[config.mk]
export PLATFORM = sky130hd
export DESIGN_NAME = phase_clk_pair
export DESIGN_NICKNAME = d
export VERILOG_FILES = /design/src/rtl/pcp_pkg.sv /design/src/rtl/pcp_ctrl_reg.sv /design/src/rtl/pcp_base_div.sv /design/src/rtl/pcp_phase_lane.sv /design/src/rtl/phase_clk_pair.sv
export SDC_FILE = /design/constraint.sdc
export NUM_CORES = 1
export LEC_CHECK = 0
export BUFFER_PORTS_ARGS = -buffer_cell sky130_fd_sc_hd__buf_4
export CAP_MARGIN = 30
export CELL_PAD_IN_SITES_DETAIL_PLACEMENT = 1
export CELL_PAD_IN_SITES_GLOBAL_PLACEMENT = 2
export CORE_MARGIN = 3
export CORE_UTILIZATION = 30
export CTS_BUF_LIST = sky130_fd_sc_hd__clkbuf_4 sky130_fd_sc_hd__clkbuf_8
export DETAILED_ROUTE_END_ITERATION = 12
export GPL_ROUTABILITY_DRIVEN = 0
export PLACE_DENSITY = 0.77
export RECOVER_POWER = 25
export SYNTH_ARGS = -nofsm -noshare
export SYNTH_HDL_FRONTEND = slang
export SYNTH_HIERARCHICAL = 1
export SYNTH_SLANG_ARGS = --single-unit
[constraint.sdc]
create_clock -name clk -period 7.54 [get_ports clk]
set_clock_uncertainty 0.1 [all_clocks]
set_input_delay 0.754 -clock clk [delete_from_list [all_inputs] [get_ports clk]]
set_output_delay 0.754 -clock clk [all_outputs]
set_load 0.1 [all_outputs]
[src/rtl/pcp_pkg.sv]
package pcp_pkg;
  localparam int REG_W   = 32;
  localparam int LANES   = 2;
  localparam int FIELD_W = 4;
  localparam int CODE_W  = 2;

  // lane 0 = output phase, lane 1 = sample phase
  function automatic int field_lsb(input int lane);
    return (lane == 0) ? 8 : 20;
  endfunction

  typedef logic [LANES-1:0][CODE_W-1:0] code_vec_t;
endpackage

[src/rtl/pcp_ctrl_reg.sv]
module pcp_ctrl_reg
  import pcp_pkg::*;
(
  input  logic             clk,
  input  logic             rst,
  input  logic             wr_en,
  input  logic [REG_W-1:0] wr_data,
  output logic [REG_W-1:0] rd_data,
  output code_vec_t        codes
);
  code_vec_t field_q;
  logic      unused_wr_bits;

  assign unused_wr_bits = ^wr_data;

  generate
    for (genvar i = 0; i < LANES; i++) begin : g_field
      localparam int LSB = field_lsb(i);
      always_ff @(posedge clk) begin
        if (rst) begin
          field_q[i] <= '0;
        end else if (wr_en) begin
          // whole FIELD_W-bit field is rewritten; only the code bits survive
          field_q[i] <= wr_data[LSB +: CODE_W];
        end
      end
    end
  endgenerate

  always_comb begin
    rd_data = '0;
    for (int i = 0; i < LANES; i++) begin
      rd_data[field_lsb(i) +: CODE_W] = field_q[i];
    end
  end

  assign codes = field_q;
endmodule

[src/rtl/pcp_base_div.sv]
module pcp_base_div
  import pcp_pkg::*;
#(
  parameter int NW = 8
) (
  input  logic          clk,
  input  logic          rst,
  input  logic [NW-1:0] div_n,
  input  code_vec_t     codes_in,
  output logic [NW-1:0] pos_nxt,
  output logic [NW-1:0] n_use,
  output code_vec_t     codes_use,
  output logic [NW-1:0] n_act,
  output logic          mod_clk
);
  localparam logic [NW-1:0] N_MIN = NW'(2);

  logic [NW-1:0] cnt_q;
  logic          first_q;
  code_vec_t     codes_act;
  logic [NW-1:0] n_clamp;
  logic [NW-1:0] hi_len;
  logic          wrap;

  assign n_clamp = (div_n < N_MIN) ? N_MIN : div_n;
  assign wrap    = first_q || (cnt_q == n_act - NW'(1));

  always_comb begin
    if (wrap) begin
      n_use     = n_clamp;
      codes_use = codes_in;
      pos_nxt   = '0;
    end else begin
      n_use     = n_act;
      codes_use = codes_act;
      pos_nxt   = cnt_q + NW'(1);
    end
  end

  assign hi_len = n_use - (n_use >> 1);

  always_ff @(posedge clk) begin
    if (rst) begin
      cnt_q     <= '0;
      first_q   <= 1'b1;
      n_act     <= N_MIN;
      codes_act <= '0;
      mod_clk   <= 1'b0;
    end else begin
      cnt_q     <= pos_nxt;
      first_q   <= 1'b0;
      n_act     <= n_use;
      codes_act <= codes_use;
      mod_clk   <= (pos_nxt < hi_len);
    end
  end
endmodule

[src/rtl/pcp_phase_lane.sv]
module pcp_phase_lane
  import pcp_pkg::*;
#(
  parameter int NW = 8
) (
  input  logic              clk,
  input  logic              rst,
  input  logic [NW-1:0]     pos_nxt,
  input  logic [NW-1:0]     n_use,
  input  logic [CODE_W-1:0] code,
  output logic              ph_clk
);
  logic [NW-1:0] code_x;
  logic [NW-1:0] dly;
  logic [NW:0]   sum;
  logic [NW:0]   ph;
  logic [NW-1:0] hi_len;

  assign code_x = NW'(code);
  assign hi_len = n_use - (n_use >> 1);

  always_comb begin
    if (code_x == '0) begin
      dly = n_use >> 1;
    end else if (code_x >= n_use) begin
      dly = code_x - n_use;
    end else begin
      dly = code_x;
    end
    sum = {1'b0, pos_nxt} + {1'b0, n_use} - {1'b0, dly};
    ph  = (sum >= {1'b0, n_use}) ? (sum - {1'b0, n_use}) : sum;
  end

  always_ff @(posedge clk) begin
    if (rst) begin
      ph_clk <= 1'b0;
    end else begin
      ph_clk <= (ph < {1'b0, hi_len});
    end
  end
endmodule

[src/rtl/phase_clk_pair.sv]
module phase_clk_pair
  import pcp_pkg::*;
#(
  parameter int NW = 8
) (
  input  logic             clk,
  input  logic             rst,
  input  logic [NW-1:0]    div_n,
  input  logic             wr_en,
  input  logic [REG_W-1:0] wr_data,
  output logic [REG_W-1:0] rd_data,
  output logic             mod_clk,
  output logic             out_clk,
  output logic             smp_clk
);
  code_vec_t        codes;
  code_vec_t        codes_use;
  logic [NW-1:0]    pos_nxt;
  logic [NW-1:0]    n_use;
  logic [NW-1:0]    n_act;
  logic [LANES-1:0] ph_clk;

  pcp_ctrl_reg u_reg (
    .clk     (clk),
    .rst     (rst),
    .wr_en   (wr_en),
    .wr_data (wr_data),
    .rd_data (rd_data),
    .codes   (codes)
  );

  pcp_base_div #(.NW(NW)) u_div (
    .clk       (clk),
    .rst       (rst),
    .div_n     (div_n),
    .codes_in  (codes),
    .pos_nxt   (pos_nxt),
    .n_use     (n_use),
    .codes_use (codes_use),
    .n_act     (n_act),
    .mod_clk   (mod_clk)
  );

  generate
    for (genvar i = 0; i < LANES; i++) begin : g_lane
      pcp_phase_lane #(.NW(NW)) u_lane (
        .clk     (clk),
        .rst     (rst),
        .pos_nxt (pos_nxt),
        .n_use   (n_use),
        .code    (codes_use[i]),
        .ph_clk  (ph_clk[i])
      );
    end
  endgenerate

  assign out_clk = ph_clk[0];
  assign smp_clk = ph_clk[1];
endmodule

# --- After elaboration in Yosys (flattened, before gate mapping) ---
# Index checks and enable logic that the tools add are counted.
op_classes:
  addsub: 10
  magnitude_cmp: 8
  eq_ne: 1
  mux: 11
  n_reduce_logical: 3
op_table:
  columns: ["op", "count"]
  rows:
  - ["two-way mux 8 bit", 7]
  - ["subtractor 9 x 8 -> 9 bit", 4]
  - ["greater-or-equal comparator 9 x 8 -> 1 bit", 2]
  - ["less-than comparator 9 x 8 -> 1 bit", 2]
  - ["two-way mux 9 bit", 2]
  - ["greater-or-equal comparator 2 x 8 -> 1 bit", 2]
  - ["logical NOT 8 bit", 2]
  - ["subtractor 2 x 8 -> 8 bit", 2]
  - ["adder 8 x 8 -> 9 bit", 1]
  - ["adder 8 x 1 -> 8 bit (second input constant)", 1]
  - ["equality test 8 bit", 1]
  - ["less-than comparator 8 x 2 -> 1 bit (second input constant)", 1]
  - ["less-than comparator 8 bit", 1]
  - ["subtractor 8 x 1 -> 8 bit (second input constant)", 1]
  - ["subtractor 8 x 7 -> 8 bit", 1]
  - ["two-way mux 4 bit", 1]
  - ["logical OR 1 bit", 1]
  - ["two-way mux 1 bit", 1]
word_totals:
  register_bits: 28
  inputBits: 43
  out_inout_bits: 35

# --- Depth between registers and ports, before layout ---
# Gate-level depths: netlist of the first run.
depth:
  word_depth: 11
  ltp_mapped: 41

# --- Cells and area by module ---
# The synthesis of the first run kept the hierarchy.
modules_own_cells:
  columns: ["mod", "n_inst", "cells_each", "area_each_um2"]
  rows:
  - ["pcp_phase_lane (g_lane[0].u_lane)", 1, 223, 1779.2]
  - ["pcp_phase_lane (g_lane[1].u_lane)", 1, 219, 1751.7]
  - ["pcp_base_div", 1, 174, 1586.5]
  - ["pcp_ctrl_reg", 1, 46, 384.1]

# --- Worst setup path before layout of the first run ---
# Ideal clock, no wire load.
synth_path:
  path_type: "reg2reg"
  startpoint: "register u_div.n_act[2]"
  endpoint: "register g_lane[1].u_lane.ph_clk"
  arrival_ns: 7.871
  slack_ns: -0.517
  stages_incl_launch_ff: 36
  path_buffers: 3
  synth_period_minus_slack_ns: 8.057
  cell_sequence: "dfxtp_1 > or4_4 > nor4b_2 > a32oi_1 > nand2_1 > a31oi_2 > buf_6 > buf_8 > mux2i_2 > inv_1 > inv_1 > ha_1 > nand3_1 > or2_2 > nor2_1 > nor3_1 > a21oi_1 > fa_1 > fa_1 > a211oi_1 > o21ai_0 > xor2_1 > ha_1 > a21o_1 > or3_1 > o221ai_2 > o211ai_2 > buf_2 > nor2_1 > a21oi_1 > ha_1 > a21o_1 > a21o_1 > a211oi_1 > or4b_1 > a211oi_1"
synth_via:
  elab_chain_cells: 11
  elab_cells_between_ends: 18
synth_lines:
  columns: ["element", "line_no", "text"]
  rows:
  - ["start: declaration", "pcp_base_div.sv:13", "output logic [NW-1:0] n_act,"]
  - ["start signal: assignment", "pcp_base_div.sv:52", "n_act <= n_use;"]
  - ["subtractor 8 x 1 -> 8 bit", "pcp_base_div.sv:26", "assign wrap = first_q || (cnt_q == n_act - NW'(1));"]
  - ["equality test 8 bit", "pcp_base_div.sv:26", null]
  - ["logical OR 1 bit", "pcp_base_div.sv:26", null]
  - ["two-way mux 8 bit *", "pcp_base_div.sv:29", "if (wrap) begin"]
  - ["named net n_use[2]", "phase_clk_pair.sv:19", "logic [NW-1:0] n_use;"]
  - ["subtractor 2 x 8 -> 8 bit or greater-or-equal comparator 2 x 8 -> 1 bit (tied branches)", "pcp_phase_lane.sv:26, pcp_phase_lane.sv:25", null]
  - ["two-way mux 8 bit", "pcp_phase_lane.sv:25", "end else if (code_x >= n_use) begin"]
  - ["two-way mux 8 bit", "pcp_phase_lane.sv:23", "if (code_x == '0) begin"]
  - ["subtractor 9 x 8 -> 9 bit", "pcp_phase_lane.sv:30", "sum = {1'b0, pos_nxt} + {1'b0, n_use} - {1'b0, dly};"]
  - ["subtractor 9 x 8 -> 9 bit or greater-or-equal comparator 9 x 8 -> 1 bit (tied branches)", "pcp_phase_lane.sv:31", "ph = (sum >= {1'b0, n_use}) ? (sum - {1'b0, n_use}) : sum;"]
  - ["two-way mux 9 bit", "pcp_phase_lane.sv:31", null]
  - ["less-than comparator 9 x 8 -> 1 bit *", "pcp_phase_lane.sv:38", "ph_clk <= (ph < {1'b0, hi_len});"]
  - ["end signal: assignment", "pcp_phase_lane.sv:38", null]
  - ["end: declaration", "pcp_phase_lane.sv:11", "output logic ph_clk"]
# Mark *: on every way through the listed nets, which the timed path passes. The rest lies on a longest branch.
# A chain may end at the register's enable or synchronous reset.

# --- Worst setup path after layout of the first run ---
layout_path:
  startpoint: "register u_div.n_act[5]"
  endpoint: "register g_lane[1].u_lane.ph_clk"
layout_via:
  elab_chain_cells: 11
  elab_cells_between_ends: 18
layout_lines:
  columns: ["element", "line_no"]
  rows:
  - ["subtractor 8 x 1 -> 8 bit *", "pcp_base_div.sv:26"]
  - ["equality test 8 bit *", "pcp_base_div.sv:26"]
  - ["logical OR 1 bit *", "pcp_base_div.sv:26"]
  - ["two-way mux 8 bit *", "pcp_base_div.sv:29"]
  - ["named net n_use[0]", "phase_clk_pair.sv:19"]
  - ["subtractor 2 x 8 -> 8 bit or greater-or-equal comparator 2 x 8 -> 1 bit (tied branches)", "pcp_phase_lane.sv:26, pcp_phase_lane.sv:25"]
  - ["two-way mux 8 bit", "pcp_phase_lane.sv:25"]
  - ["two-way mux 8 bit", "pcp_phase_lane.sv:23"]
  - ["subtractor 9 x 8 -> 9 bit", "pcp_phase_lane.sv:30"]
  - ["subtractor 9 x 8 -> 9 bit or greater-or-equal comparator 9 x 8 -> 1 bit (tied branches)", "pcp_phase_lane.sv:31"]
  - ["two-way mux 9 bit", "pcp_phase_lane.sv:31"]
  - ["less-than comparator 9 x 8 -> 1 bit *", "pcp_phase_lane.sv:38"]
# Marked as above.

==> impl_metrics.yaml, run 1 <==
status:
  outcome: "complete, but fails checks"
  violations: "negative setup slack"
power_and_ir_drop:
  peakVddDrop_mv: 0.257
  p_leak_nw: 3.39
  p_per_area_nw_per_um2: 361
run:
  cap_violations: 0
yosys:
  yosysTopAreaCell: "ha_1"
  synth.yosys.seq_area_share_pct: 10.2
  synthCells: 662
  synth_most_common_cell: "ha_1"
  ys_top_cells_by_area: "ha_1 21%, dfxtp_1 10%, fa_1 8.4%"
  ys_ff_latch: 28
  synth_top_area_share_pct: 20.9
  yosysWarnings: 6
  synth_area_um2: 5500
  synth_edf_count: 0
  synth_cell_types: 72
  syn_area_per_cell_um2: 8.31
  yosys-top-cells-count: "92 x ha_1, 73 x nor2_1, 60 x inv_1, 45 x xnor2_1, 40 x a21oi_1"
  synth_ff_type: "dfxtp_1"
  synthArstFlopShare_pct: 0
routing:
  top_layer_used: "met4"
  routed_via_density: 5.00
  post_drt_wl_per_cell_um: 16.3
  dr_wl_met2_um: 8560
  met1_length_um: 7830
  drt_iter0_drc: 150
  met3_length_um: 427
  wl_um: 17100
  drt_pass1_iterations: 4
  ant_nets: 0
  remaining_drc_errors: 0
  vias: 5214
worst_setup_path:
  slowest_stage: "or4_4"
  path_class: "register to register"
  cp-end-kind: "register"
  max_stage_delay_ns: 0.57
  start_kind: "register"
  rr_endpoint: "g_lane[1].u_lane/ph_clk"
  required_ns: 7.65
  crit_fanout: 10
  reg2reg_slack_ns: -0.29
  timing.rr.start: "u_div/n_act[5]"
  reg2reg_depth: 35
  crit_arrival_ns: 7.94
place:
  portBuffers: 21
  dp_hpwl_um: 14700
  dp.cells: 1028
sta:
  slew_violations: 0
  setup_viol: 2
  fmax_mhz: 128
  min_period_ns: 7.83
  worst_pin_slew_ns: 1.27
  hold-worst-slack_ns: 0.469
  rsz0062_at_grt: "true"
  hold_viol: 0
  relSlewSlack_pct: 15.6
  layout_setup_ws_ns: -0.290
  finalCritPeriodShare_pct: 104
clock_tree:
  ctsLongestPathBuffers: 2
  insertion_delay_ns: 0.29
  cts_sinks: 28
  clkTransAtPathRegs_ns: 0.11
  cts_root_buf: "clkbuf_8"
  cts_made_buffers: 3
  cts_tree: "yes"
  h-tree-depth: 1
min_path:
  hp-class: "register to register"
  hold_end: "u_reg/codes[0]"
  hold_path.startpoint: "u_reg/codes[0]"
  holdPathStages: 2
die:
  dieArea_um2: 20000
  start_util_pct: 31.3
  die_h_um: 141
  dieWidth_um: 141
  ioPinCount: 78
  core.rowCount: 48
  fp.coreArea_um2: 17600
finish:
  multi_input_area_um2: 4800
  diodes: 0
  fin_cells: 1043
  syn_to_final_growth_pct: 30.8
  ff_latch_area_um2: 566
  nFillCells: 2127
  drive_gt1_share_pct: 29.6
  finish.utilization_pct: 40.9
  fin_nets: 977
grt:
  grt_pass1_wl_um: 28400
  overflow: 0
  antenna_found_initial: 0
  grt_pass1_vias: 5782
  grt_start_max_net_pins: 23
  grt.total_usage_pct: 17.1
area by class of cell:
class                           instances  share of cell area (%)
Multi-Input combinational cell        560                    66.8
Timing Repair Buffer                  166                    17.3
Sequential cell                        28                    7.86
Tap cell                              225                    3.91
Inverter                               60                    3.20
Clock buffer                            3                   0.574
Clock inverter                          1                   0.417
registers in the layout, indices dropped and copies added, names as in the netlist:
signal / count
u_div/codes_act: 4
u_reg/codes: 4
g_lane.u_lane/ph_clk: 2
u_div/mod_clk: 1
u_div/n_act: 8
u_div/cnt_q: 8
u_div/first_q: 1
repair_timing:
item,CTS,global route
hold endpoints to repair,0,0
pin swaps,19,9
hold buffers,0,0
buffers inserted,7,4
gates resized for setup,16,15
setup endpoints to repair,2,2
power by group:
group	internal, W	switching (W)	leakage (nW)
registers	0.000159	0.00000697	0.231
logic	0.00113	0.00117	3.12
clock network	0.0000712	0.0000528	0.0357
worst max-delay path by stage:
| stage | start | end | slack [ns] |
|---|---|---|---|
| after global placement | u_div/n_act[5] | g_lane[0].u_lane/ph_clk | -0.24 |
| after global routing | u_div/n_act[5] | g_lane[1].u_lane/ph_clk | -0.71 |
| after floorplan | u_div/n_act[5] | g_lane[0].u_lane/ph_clk | -0.01 |
| final | u_div/n_act[5] | g_lane[1].u_lane/ph_clk | -0.29 |
| after CTS | u_div/n_act[5] | g_lane[1].u_lane/ph_clk | -0.31 |
| after detailed placement | u_div/n_act[5] | g_lane[1].u_lane/ph_clk | -0.57 |
metal layers:
metal / vias to the layer above / track usage (%)
met5: - / 0
met4: 0 / 3.08
met3: 16 / 1.15
met2: 84 / 31.9
met1: 2533 / 21.9
li1: 2581 / -
layout by cell type, fill, tap and decap left out, drive strengths merged, types with 4 or more instances in the layout:
| master | instances |
|---|---|
| a211oi | 11 |
| a21o | 20 |
| a21oi | 40 |
| a22oi | 7 |
| a31oi | 4 |
| buf | 162 |
| clkbuf | 7 |
| conb | 28 |
| dfxtp | 28 |
| fa | 23 |
| ha | 92 |
| inv | 60 |
| mux2 | 10 |
| mux2i | 12 |
| nand2 | 21 |
| nand2b | 6 |
| nand3 | 11 |
| nand4 | 7 |
| nor2 | 73 |
| nor2b | 18 |
| nor3 | 17 |
| o211a | 4 |
| o211ai | 8 |
| o21a | 9 |
| o21ai | 22 |
| o21bai | 5 |
| o31a | 4 |
| or2 | 6 |
| xnor2 | 45 |
| xor2 | 20 |
critical path: cells and delay by family, from the launching register on:
kind	cells	cell delay, ns
compound gates	14	2.22
buf+inv	5	0.52
fa+ha+maj	6	1.87
flops	1	0.34
xor+xnor	1	0.22
mux	1	0.32
simple gates	8	2.15
stage by stage:
stage / worst slack, ns / total power (W) / instance area (um2) / setup TNS (ns)
finish: -0.290 / 0.00260 / 7200 / -0.512
global placement: -0.240 / 0.00223 / 6900 / -0.432
detailed placement: -0.571 / 0.00233 / 6900 / -1.06
CTS: -0.314 / 0.00256 / 7110 / -0.566
floorplan: -0.0143 / 0.00160 / 5750 / -0.0227
global route: -0.706 / 0.00286 / 7200 / -1.40
cells by family after synthesis:
logic type,Yosys count,synth area share (%)
flip-flops,28,10.2
buffers and inverters,101,9.48
AO/OA/AOI/OAI,154,19.7
other,1,0.0682
adder cells (fa/ha/maj),115,29.3
XOR/XNOR,65,10.3
AND/OR/NAND/NOR,176,16.0
multiplexers,22,4.94
Note: power is estimated with default switching activity, not from simulation.
==> inputs of run 2 (changes only) <==
Settings changed: CORE_UTILIZATION 30 to 32, CTS_BUF_LIST sky130_fd_sc_hd__clkbuf_4 sky130_fd_sc_hd__clkbuf_8 to not set, PLACE_DENSITY 0.77 to 0.81.
==> run 2 against run 1 <==
Net effect:
- the flow still finishes with violations (negative setup slack)
- global-route usage up 0.71 points
- flip-flop and latch count unchanged
- hold slack worse by 0.028 ns
- total power up 0.69%
- worst setup slack worse by 0.073 ns
- clock power up 35%
- fmax down 0.92%
- register-to-register slack worse by 0.07 ns
==> impl_metrics.yaml, run 2 (same netlist as run 1, synthesis figures left out) <==
finish:
  finish.utilization_pct: 42.8
  final_common_cell: "buf_4"
  reg_top3: "u_div/cnt_q (8), u_div/n_act (8)"
  fin_nets: 971
  multi_input_area_um2: 4780
  diodes: 0
  nFillCells: 1998
  drive_gt1_share_pct: 28.6
  fin_cells: 1032
  syn_to_final_growth_pct: 30.0
  most-common-layout-cells: "154 x buf_4, 87 x ha_1, 70 x nor2_1"
  ff_latch_area_um2: 564
run:
  cap_violations: 0
worst_setup_path:
  reg2reg_slack_ns: -0.36
  path_buf_inv: 4
  timing.rr.start: "u_div/n_act[5]"
  start_kind: "register"
  path_class: "register to register"
  slowest_stage: "or4_4"
  required_ns: 7.63
  max_stage_delay_ns: 0.57
  crit_fanout: 9
  reg2reg_depth: 34
  rr_endpoint: "g_lane[0].u_lane/ph_clk"
  critical_path.top_delay_family: "compound AO/OA/AOI/OAI gates"
  cp-end-kind: "register"
  crit_arrival_ns: 7.99
clock_tree:
  insertion_delay_ns: 0.27
  h-tree-depth: 1
  cts_tree: "yes"
  cts_sinks: 28
  clkTransAtPathRegs_ns: 0.08
  cts_hold_buf: 0
  ctsLongestPathBuffers: 2
  cts_root_buf: "clkbuf_16"
  cts_made_buffers: 3
die:
  dieArea_um2: 18800
  core.rowCount: 47
  dieWidth_um: 137
  fp.coreArea_um2: 16700
  ioPinCount: 78
  die_h_um: 137
  start_util_pct: 32.9
sta:
  slew_violations: 0
  worst_pin_slew_ns: 1.24
  rsz0062_at_grt: "true"
  finalCritPeriodShare_pct: 105
  fmax_mhz: 127
  layout_setup_ws_ns: -0.363
  hold_viol: 0
  setup_viol: 2
  relSlewSlack_pct: 17.4
  min_period_ns: 7.90
power_and_ir_drop:
  seqPwrFrac_pct: 6.3
  peakVddDrop_mv: 0.166
  p_clk_share_pct: 6.4
  intPower_w: 0.00138
  p_leak_nw: 3.36
  p_comb_share_pct: 87.3
  p_per_area_nw_per_um2: 365
  p_sw_share_pct: 47.1
  p_sw_w: 0.00123
place:
  pre_cts_slack_ns: -0.743
  dp.cells: 1018
  portBuffers: 21
  dp_hpwl_um: 14200
routing:
  met3_length_um: 637
  dr_wl_met2_um: 8450
  ant_nets: 0
  drt_pass1_iterations: 4
  routed_via_density: 5.02
  drt_iter0_drc: 133
  vias: 5180
  post_drt_wl_per_cell_um: 16.3
  wl_um: 16800
  remaining_drc_errors: 0
  met1_length_um: 7380
  top_layer_used: "met4"
grt:
  grt_start_max_net_pins: 23
  grt_pass1_wl_um: 26900
  antenna_found_initial: 0
  grt.total_usage_pct: 17.8
  overflow: 0
  grt_pass1_vias: 5562
min_path:
  hold_path.startpoint: "u_reg/codes[3]"
  hold_end: "u_reg/codes[3]"
  holdPathStages: 2
  hp-class: "register to register"
status:
  outcome: "complete, but fails checks"
  violations: "negative setup slack"
## run 2: cell types whose count changed in the layout (fill, tap and decap cells not counted), moves of 2 or more
cell	change
nor2_1	+5
mux2i_4	+2
buf_4	-7
a21oi_2	+2
clkbuf_8	-3
clkbuf_16	+3
a21oi_1	-2
mux2i_2	-2
nor2_2	-4
## run 2: final cells by class
class,count,area share (%)
repair buffers,160,16.8
multi-input cells,560,66.8
clock inverters,1,0.420
flip-flops and latches,28,7.89
inverters,60,3.22
clock buffers,3,1.05
well taps,220,3.85
## run 2: metal layers
metal  global-route usage, %  vias up
met5                       0        -
met3                    1.69       26
met1                    21.7     2482
li1                        -     2570
met4                    4.38        0
met2                    33.4      102
## run 2: metrics by stage
stage | TNS (ns) | total power (W) | cell area [um2] | hold slack [ns]
after floorplan | -0.0227 | 0.00160 | 5750 | 0.361
after global placement | -0.489 | 0.00221 | 6860 | 0.408
after detailed placement | -1.25 | 0.00232 | 6860 | 0.435
after CTS | -0.624 | 0.00260 | 7140 | 0.454
after global routing | -1.46 | 0.00286 | 7150 | 0.477
final | -0.664 | 0.00261 | 7150 | 0.441
## run 2: worst max-delay path by stage
stage / start / end / slack [ns] / cells past startpoint
6_report: u_div/n_act[5] / g_lane[0].u_lane/ph_clk / -0.36 / 34
5_1_grt: u_div/n_act[5] / g_lane[0].u_lane/ph_clk / -0.74 / 37
4_1_cts: u_div/n_act[5] / g_lane[1].u_lane/ph_clk / -0.33 / 37
3_5_place_dp: u_div/n_act[1] / g_lane[0].u_lane/ph_clk / -0.74 / 38
3_3_place_gp: u_div/n_act[5] / g_lane[0].u_lane/ph_clk / -0.29 / 37
2_1_floorplan: u_div/n_act[5] / g_lane[0].u_lane/ph_clk / -0.01 / 36
## run 2: worst min-delay path, stage by stage (launching register included)
cell and delay, ns:
dfxtp_1 0.35, mux2i_1 0.08, nor2_1 0.08
## run 2: what timing repair did
| action | CTS | global route |
|---|---|---|
| setup buffers | 9 | 1 |
| resized for setup | 22 | 5 |
| endpoints found under the setup margin | 2 | 2 |
| pin swaps | 17 | 1 |
## run 2: power by group through the flow
stage / Combinational [W] / Sequential [W] / Clock [W]
2_1_floorplan: 0.00141 / 0.000196 / 0
3_3_place_gp: 0.00204 / 0.000168 / 0
3_5_place_dp: 0.00215 / 0.000169 / 0
4_1_cts: 0.00226 / 0.000166 / 0.000170
5_1_grt: 0.00251 / 0.000166 / 0.000179
6_report: 0.00228 / 0.000165 / 0.000167
==> inputs of run 3 (changes only) <==
Settings changed: ABC_AREA set to 1, CORE_UTILIZATION 32 to 30, PLACE_DENSITY 0.81 to 0.82.
==> run 3 against run 2 <==
Net effect:
- hold slack got worse by 0.050 ns
- sequential power about the same
- area after synthesis increased by 3.0%
- first-iteration DRC count increased by 6.0%
- clock power decreased by 4%
- total power decreased by 15%
- critical path depth increased by 14
- fmax increased by 14%
- combinational power decreased by 17%
- critical path type unchanged
- worst setup slack improved by 0.98 ns
- largest cell class unchanged
- wire length decreased by 6.9%
- global-route usage decreased by 2.8 points
- the run now ends clean
==> impl_metrics.yaml, run 3 <==
finish:
  most-common-layout-cells: "161 x nand2_1, 149 x inv_1, 87 x ha_1"
  final_common_cell: "nand2_1"
  reg_top3: "u_div/cnt_q (8), u_div/n_act (8)"
  drive_gt1_share_pct: 18.1
  diodes: 0
  syn_to_final_growth_pct: 18.0
  nFillCells: 2374
  fin_nets: 1074
power_and_ir_drop:
  p_leak_nw: 3.55
  peakVddDrop_mv: 0.178
  p_per_area_nw_per_um2: 333
  p_total_w: 0.00223
yosys:
  synth_ff_type: "dfxtp_1"
  synth.yosys.seq_area_share_pct: 9.89
  synth_top_area_share_pct: 20.3
  yosysWarnings: 6
  synth_edf_count: 0
  yosys-top-cells-count: "164 x nand2_1, 151 x inv_1, 92 x ha_1, 64 x nor2_1, 52 x a21oi_1"
  synthArstFlopShare_pct: 0
  yosysTopAreaCell: "ha_1"
  syn_area_per_cell_um2: 6.77
  synth_most_common_cell: "nand2_1"
  synthMuxAreaShare_pct: 0
  synth_area_um2: 5670
  ys_top_cells_by_area: "ha_1 20%, nand2_1 11%, inv_1 10%"
  synthXorXnorAreaFrac_pct: 7.42
  synth-compound-area-share_pct: 13.4
  synthCells: 837
  synth-simple-area-share_pct: 24.9
  synthAdderAreaFrac_pct: 28.4
  ys_ff_latch: 28
  synth_cell_types: 38
  synth_top_family_by_area: "adder cells"
grt:
  grt_pass1_wl_um: 25500
  grt_start_max_net_pins: 26
  antenna_found_initial: 0
  grt.total_usage_pct: 15.0
  overflow: 0
  grt_pass1_vias: 5312
worst_setup_path:
  path_buf_inv: 11
  rr_endpoint: "g_lane[1].u_lane/ph_clk"
  start_kind: "register"
  reg2reg_depth: 48
  crit_arrival_ns: 7.03
  critical_path.top_delay_family: "adder cells"
  timing.critical_path.mode_cell: "inv_1"
  max_stage_delay_ns: 0.46
  path_class: "register to register"
  timing.rr.start: "u_div/n_act[1]"
  reg2reg_slack_ns: 0.62
  slowest_stage: "fa_1"
  crit_fanout: 10
  cp-end-kind: "register"
  required_ns: 7.65
sta:
  relSlewSlack_pct: 22.8
  fmax_mhz: 144
  worst_pin_slew_ns: 1.16
  setup_viol: 0
  finalCritPeriodShare_pct: 91.8
  slew_violations: 0
  min_period_ns: 6.92
  layout_setup_ws_ns: 0.617
  hold_viol: 0
die:
  start_util_pct: 31.0
  fp.coreArea_um2: 18300
  die_h_um: 143
  core.rowCount: 49
  dieWidth_um: 143
  dieArea_um2: 20600
  ioPinCount: 78
min_path:
  hold_end: "u_reg/codes[1]"
  hold_path.startpoint: "u_reg/codes[1]"
  hp-class: "register to register"
  holdPathStages: 2
routing:
  ant_nets: 0
  post_drt_wl_per_cell_um: 13.7
  vias: 5297
  remaining_drc_errors: 0
  drt_pass1_iterations: 4
  wl_um: 15600
  drt_iter0_drc: 141
  routed_via_density: 4.63
clock_tree:
  cts_tree: "yes"
  clkTransAtPathRegs_ns: 0.07
  h-tree-depth: 1
  cts_sinks: 28
  cts_made_buffers: 3
  insertion_delay_ns: 0.26
  cts_root_buf: "clkbuf_16"
  cts_hold_buf: 0
  ctsLongestPathBuffers: 2
place:
  pre_cts_slack_ns: 0.0992
  portBuffers: 21
  dp_hpwl_um: 13600
status:
  outcome: "complete, no violations"
run:
  cap_violations: 0
-- run 3: changes by cell type in the layout (fill, tap and decap cells not counted), sizes merged, moves of 7 or more --
| cell | previous run | this run |
|---|---|---|
| nand3 | 11 | 50 |
| o21a | 9 | 0 |
| xnor2 | 45 | 11 |
| xor2 | 20 | 37 |
| a21o | 20 | 7 |
| nor2b | 18 | 0 |
| a21oi | 40 | 52 |
| nand2 | 21 | 175 |
| mux2 | 10 | 0 |
| o21ai | 22 | 44 |
| mux2i | 12 | 0 |
| inv | 60 | 159 |
| buf | 156 | 84 |
| a211oi | 11 | 4 |
-- run 3: power breakdown --
group          switching, W  internal, W
logic               0.00115     0.000749
registers        0.00000639     0.000159
clock network     0.0000540     0.000106
-- run 3: worst max path at each step --
stage                     cells past startpoint  slack [ns]           start                      end
after floorplan                              49        0.89  u_div/n_act[1]  g_lane[1].u_lane/ph_clk
after global placement                       43        0.23  u_div/n_act[1]  g_lane[0].u_lane/ph_clk
after detailed placement                     44         0.1  u_div/n_act[1]  g_lane[0].u_lane/ph_clk
after CTS                                    47        0.04  u_div/n_act[1]  g_lane[0].u_lane/ph_clk
after global routing                         50       -0.05  u_div/n_act[1]  g_lane[1].u_lane/ph_clk
final                                        48        0.62  u_div/n_act[1]  g_lane[1].u_lane/ph_clk
-- run 3: logic make-up (layout without fill, tap and decap cells) --
kind of cell    after synthesis  after routing
compound gates              128            128
xor+xnor                     48             48
fa+ha+maj                   115            115
buf+inv                     200            250
flops                        28             28
other cells                   1             28
simple gates                317            318
-- run 3: layer usage --
layer	vias to the layer above	GRT usage [%]	routed length, um	part of all wire (%)
met3	6	0.632	415	2.7
li1	2778	-	-	-
met1	2450	21.3	7700	49
met4	0	0.991	80	0.51
met2	63	26.5	7420	47
met5	-	0	0	0
-- run 3: through the flow --
stage | hold WS [ns] | instance area (um2) | util [%] | setup TNS (ns) | cells
floorplan | 0.363 | 5770 | - | 0 | 864
global placement | 0.382 | 6340 | 34.7 | 0 | 1130
detailed placement | 0.383 | 6340 | 34.7 | 0 | 1130
CTS | 0.394 | 6440 | 35.3 | 0 | 1134
global route | 0.427 | 6690 | 36.6 | -0.0643 | 1144
finish | 0.391 | 6690 | 36.6 | 0 | 1144
-- run 3: worst min-delay path, cell delays in order (launching register included) --
cell     delay (ns)
dfxtp_1        0.33
nor2_1         0.08
nor2_1         0.05
-- run 3: layout make-up --
cell class | count | area, um2 | share of cell area (%)
multi-input combinational | 637 | 4480 | 67.0
timing repair buffer | 87 | 649 | 9.71
inverter | 159 | 607 | 9.07
sequential | 28 | 561 | 8.38
tap | 229 | 287 | 4.28
clock buffer | 3 | 75.1 | 1.12
clock inverter | 1 | 30.0 | 0.449
-- run 3: repair_timing --
| action | 4_1_cts | 5_1_grt |
|---|---|---|
| buffers inserted | 0 | 9 |
| endpoints found under the hold margin | 0 | 0 |
| resized for setup | 0 | 52 |
| endpoints found under the setup margin | 0 | 2 |
